`src/rtl/phase_cmp3.sv`:
```
module phase_cmp3 #(
  parameter int SYNC_STAGES = 2
) (
  input  logic       clk,
  input  logic       rst,
  input  logic [1:0] mode,
  input  logic       ref_in,
  input  logic       fb_in,
  output logic       drive_en,
  output logic       drive_val,
  output logic       up_pulse,
  output logic       dn_pulse
);
  localparam logic [1:0] M_XOR = 2'b00;
  localparam logic [1:0] M_PFD = 2'b01;
  localparam logic [1:0] M_SR  = 2'b10;
  localparam int         SH_W  = (SYNC_STAGES < 2) ? 2 : SYNC_STAGES;

  logic [SH_W-1:0] ref_sh, fb_sh;
  logic            ref_d, fb_d;
  logic [1:0]      mode_q;
  logic            x_q, sr_q, up_q, dn_q;

  wire ref_s  = ref_sh[SH_W-1];
  wire fb_s   = fb_sh[SH_W-1];
  wire rise_r = ref_s & ~ref_d;
  wire rise_f = fb_s & ~fb_d;
  wire chg    = (mode != mode_q);

  always_ff @(posedge clk) begin
    if (rst) begin
      ref_sh <= '0;
      fb_sh  <= '0;
      ref_d  <= 1'b0;
      fb_d   <= 1'b0;
    end else begin
      ref_sh <= {ref_sh[SH_W-2:0], ref_in};
      fb_sh  <= {fb_sh[SH_W-2:0], fb_in};
      ref_d  <= ref_s;
      fb_d   <= fb_s;
    end
  end

  wire up_set = up_q | rise_r;
  wire dn_set = dn_q | rise_f;
  wire both   = up_set & dn_set;
  wire up_n   = up_set & ~both;
  wire dn_n   = dn_set & ~both;
  wire up_mv  = (dn_q & ~dn_n) | (~up_q & up_n);
  wire dn_mv  = (up_q & ~up_n) | (~dn_q & dn_n);

  logic sr_n;
  always_comb begin
    sr_n = sr_q;
    if (rise_r && !rise_f)      sr_n = 1'b1;
    else if (rise_f && !rise_r) sr_n = 1'b0;
  end

  always_ff @(posedge clk) begin
    if (rst || chg) begin
      mode_q   <= rst ? M_XOR : mode;
      x_q      <= 1'b0;
      sr_q     <= 1'b0;
      up_q     <= 1'b0;
      dn_q     <= 1'b0;
      up_pulse <= 1'b0;
      dn_pulse <= 1'b0;
    end else begin
      up_pulse <= 1'b0;
      dn_pulse <= 1'b0;
      case (mode_q)
        M_PFD: begin
          up_q     <= up_n;
          dn_q     <= dn_n;
          up_pulse <= up_mv;
          dn_pulse <= dn_mv;
        end
        M_SR:    sr_q <= sr_n;
        default: x_q  <= ref_s ^ fb_s;
      endcase
    end
  end

  assign drive_en  = (mode_q != M_PFD) | up_q | dn_q;
  assign drive_val = (mode_q == M_PFD) ? up_q :
                     (mode_q == M_SR)  ? sr_q : x_q;
endmodule

```
`config.mk`:
```
export PLATFORM = sky130hd
export DESIGN_NAME = phase_cmp3
export DESIGN_NICKNAME = d
export VERILOG_FILES = /design/src/rtl/phase_cmp3.sv
export SDC_FILE = /design/constraint.sdc
export NUM_CORES = 1
export LEC_CHECK = 0
export BUFFER_PORTS_ARGS = -buffer_cell sky130_fd_sc_hd__buf_4
export CAP_MARGIN = 10
export CELL_PAD_IN_SITES_DETAIL_PLACEMENT = 0
export CELL_PAD_IN_SITES_GLOBAL_PLACEMENT = 2
export CORE_MARGIN = 2
export CORE_UTILIZATION = 33
export CTS_CLUSTER_DIAMETER = 120
export CTS_CLUSTER_SIZE = 40
export DETAILED_ROUTE_END_ITERATION = 10
export PLACE_DENSITY_LB_ADDON = 0.1
export REMOVE_ABC_BUFFERS = 1
export SETUP_SLACK_MARGIN = 0.5
export SYNTH_ARGS = -nofsm -noshare
export SYNTH_HDL_FRONTEND = slang
export SYNTH_SLANG_ARGS = --single-unit
```
`constraint.sdc`:
```
create_clock -name clk -period 1.4 [get_ports clk]
set_input_delay 0 -clock clk [delete_from_list [all_inputs] [get_ports clk]]
set_output_delay 0 -clock clk [all_outputs]
set_load 0.02 [all_outputs]
```
==> out/qor.log <==
INFO  synth          yosysTopAreaCellShare=40.2%
INFO  route          drtPass1Iterations=1
INFO  grt            global_route.overflow_total=0
INFO  setup_path     critical_path_cell_list=buf_4, xor2_1, or3_4, and3b_1
INFO  setup_path     crit_path_top_delay_cell=edfxtp_1
INFO  placed_design  pre_cts_slack=-18.6ps
INFO  setup_path     critical_path.max_fanout=8
INFO  floorplan      die_h=46.6um
INFO  sta            finalCritPeriodShare=102%
INFO  final_layout   post_route_cells_drive_above_1_share=48.1%
INFO  setup_path     crit-reg2reg-capture=dn_pulse
INFO  floorplan      die_w=46.6um
INFO  setup_path     setup.worst_path.end_class=flip-flop
INFO  job            max_cap_viol_count=0
INFO  floorplan      start_util=35.0%
INFO  synth          ys_seq_area_share=50.2%
INFO  setup_path     crit_path_start_kind=flip-flop
INFO  route          vias=436
INFO  floorplan      fp.dieArea=0.00217mm2
INFO  clock_network  cts.htree.levels=1
INFO  grt            gr-usage-all-layers=12.1%
INFO  grt            grt_antenna_before_repair=0
INFO  placed_design  post-dp-hpwl=704um
INFO  setup_path     crit_path_max_incr_delay=450ps
INFO  setup_path     critPathArrivalTime=1640ps
INFO  route          final_antenna_violating_net_count=0
INFO  synth          yosys.area.top_type=dfxtp_1
INFO  setup_path     critPathTopFamily=simple AND/OR/NAND/NOR gates
INFO  setup_path     crit_path_buffers_inverters=1
INFO  floorplan      rows=15
INFO  route          wl_per_cell=10.3um
INFO  status         result_of_the_run=finished, violations left
INFO  final_layout   flow.area_growth_from_synthesis=52.1%
INFO  route          routed.top_layer=met3
INFO  synth          mappedNetlistArea=598um2
INFO  route          total_wire_length_after_detailed_routing=1070um
INFO  synth          synth_area_leaders=dfxtp_1 (40%), nor2b_1 (13%), edfxtp_1 (10%)
INFO  sta            max_freq=704MHz
INFO  sta            setup_ws=-21.0ps
INFO  power_and_ir_drop power.leakage=0.000360uW
INFO  route          drt-met1-wl=474um
INFO  sta            setup_viol=3
INFO  clock_network  clock_latency=270ps
INFO  setup_path     cp_data_required_time=1620ps
INFO  sta            relSlewSlack=85.7%
INFO  final_layout   num-fill-cells=156
INFO  placed_design  gpl.final_weighted_congestion=0.734
INFO  synth          netlist_instances=55
INFO  min_path       worstHoldEndpoint=mode_q[1]
INFO  final_layout   layout.cell_area.non_filler=910um2
INFO  grt            grt_pass1_wl=1760um
INFO  setup_path     critical_path.reg2reg.startpoint=mode_q[0]
INFO  floorplan      top_level_ports=10
INFO  clock_network  cts.sinks=14
INFO  sta            finalClockSkew=1.32ps
INFO  placed_design  placed_cell_area=716um2
INFO  min_path       min_path_type=in2reg
INFO  power_and_ir_drop powerDensity=1010mW/mm2
INFO  min_path       hp-start=rst
INFO  placed_design  buffer_ports.inserted=9
INFO  clock_network  clock_tree.root_cell=clkbuf_4
INFO  synth          ys_ff_latch=14
INFO  setup_path     reg2reg_setup_slack=-20ps
INFO  route          drt_drc_violations_left=0
INFO  floorplan      design.core.area=0.00171mm2
INFO  grt            vias_in_the_first_global_route=435
INFO  clock_network  cts_buffer_depth=2
INFO  grt            grt_start_max_net_pins=9
INFO  synth          synthesis.yosys.warnings=0
INFO  final_layout   nNetsFinal=89
INFO  route          routed_vias_inst=4.19
INFO  sta            final_max_slew_viol_count=0
INFO  setup_path     worst_r2r_path_depth=4
INFO  route          met2_wirelength=559um
INFO  final_layout   antenna_cells_inserted=0
INFO  min_path       worstHoldPathCells=2
INFO  clock_network  tritoncts=built
INFO  route          routed-wl-met3=39um
INFO  clock_network  inserted_clock_buffers=3
INFO  status         failing_checks=negative setup slack
INFO  setup_path     worst-setup-path-type=reg2reg
INFO  clock_network  clk_pin_slew_worst_setup_hold_paths=80ps
INFO  sta            final-hold-violation-count=0
INFO  power_and_ir_drop max-vdd-ir-drop=0.594mV
INFO  sta            clock_period_minus_final_worst_setup_slack=1420ps
INFO  synth          synth_cell_type_count=20
INFO  synth          avg_inst_size_synth=10.9um2
INFO  sta            final.setup.tns=-29.4ps
INFO  sta            max_slew.worst_pin.slew=215ps
INFO  sta            rsz0062_at_grt=yes
INFO  route          dr.first_iter.drc_count=0
[per-stage QoR]
| stage | power (uW) | hold WS [ps] | instances | utilization, % |
|---|---|---|---|---|
| after floorplan | 516 | 71.6 | 54 | - |
| after global placement | 566 | 213 | 92 | 41.9 |
| after detailed placement | 566 | 220 | 92 | 41.9 |
| after CTS | 924 | 10.9 | 103 | 52.2 |
| after global routing | 969 | 12.2 | 104 | 53.3 |
| final | 923 | 15.3 | 104 | 53.3 |
[registers in the layout (all words and copies together) (netlist names)]
signal    cells
sr_q          1
fb_sh         2
mode_q        2
ref_d         1
x_q           1
dn_pulse      1
up_pulse      1
up_q          1
fb_d          1
ref_sh        2
dn_q          1
[cells by family after synthesis]
logic type	share of synthesized area [%]
AOI/OAI and AO/OA	10.0
adders and majority gates	6.28
and+or+nand+nor	23.0
xor gates and xnor gates	4.39
muxes	1.67
DFF	50.2
buffers and inverters	4.39
[Yosys cell counts, drive strengths merged]
library cell   n
nor3b          1
xor2           2
and3b          1
nor2b         12
or3            1
nor3           2
nor2           2
nand3b         1
o21a           2
a21oi          4
dfxtp         12
ha             3
a211oi         2
edfxtp         2
inv            4
mux2i          1
buf            1
xnor2          1
o21ai          1
[layer usage]
metal  GRT usage [%]  up-vias
met5               0        -
met4            5.14        0
met3            3.53        0
met2            21.4       10
met1            13.3      193
li1                -      233
[cell usage in the layout (no fill, tap or decap), drive strengths merged, types with 3 or more instances in the layout]
| master | instances |
|---|---|
| ha | 3 |
| clkbuf | 4 |
| inv | 4 |
| nor2b | 12 |
| buf | 18 |
| dlygate4sd3 | 3 |
| a21oi | 4 |
| dfxtp | 12 |
[power breakdown]
part	total, uW	switching [uW]	leakage (uW)	internal [uW]
Sequential	434	9.39	0.000121	425
Clock	286	128	0.0000210	158
Combinational	203	85.3	0.000218	118
[cell type report]
type                            instances  area (um2)  share of cell area [%]
Sequential cell                        14         303                    33.3
Timing Repair Buffer                   21         193                    21.2
Inverter                                4        15.0                    1.65
Tap cell                               25        31.3                    3.44
Clock buffer                            4        36.3                    3.99
Multi-Input combinational cell         36         332                    36.5
[timing repair]
item                                   in CTS  in global routing
pin swaps                                   6                  2
setup endpoints to repair                  10                 10
endpoints found under the hold margin       6                  0
hold buffers                                3                  0
buffers inserted                            4                  1
resized for setup                          14                  5
[worst max path at each step]
stage	startpoint	slack [ps]	end	depth (start not counted)
3_3_place_gp	mode_q[1]	-10	dn_pulse	3
3_5_place_dp	mode_q[1]	-20	dn_pulse	3
5_1_grt	mode_q[0]	-90	drive_val	6
6_report	mode_q[0]	-20	dn_pulse	4
2_1_floorplan	mode_q[1]	60	dn_pulse	3
4_1_cts	mode_q[1]	-60	drive_val	6
Note: power is estimated with default switching activity, not from simulation.
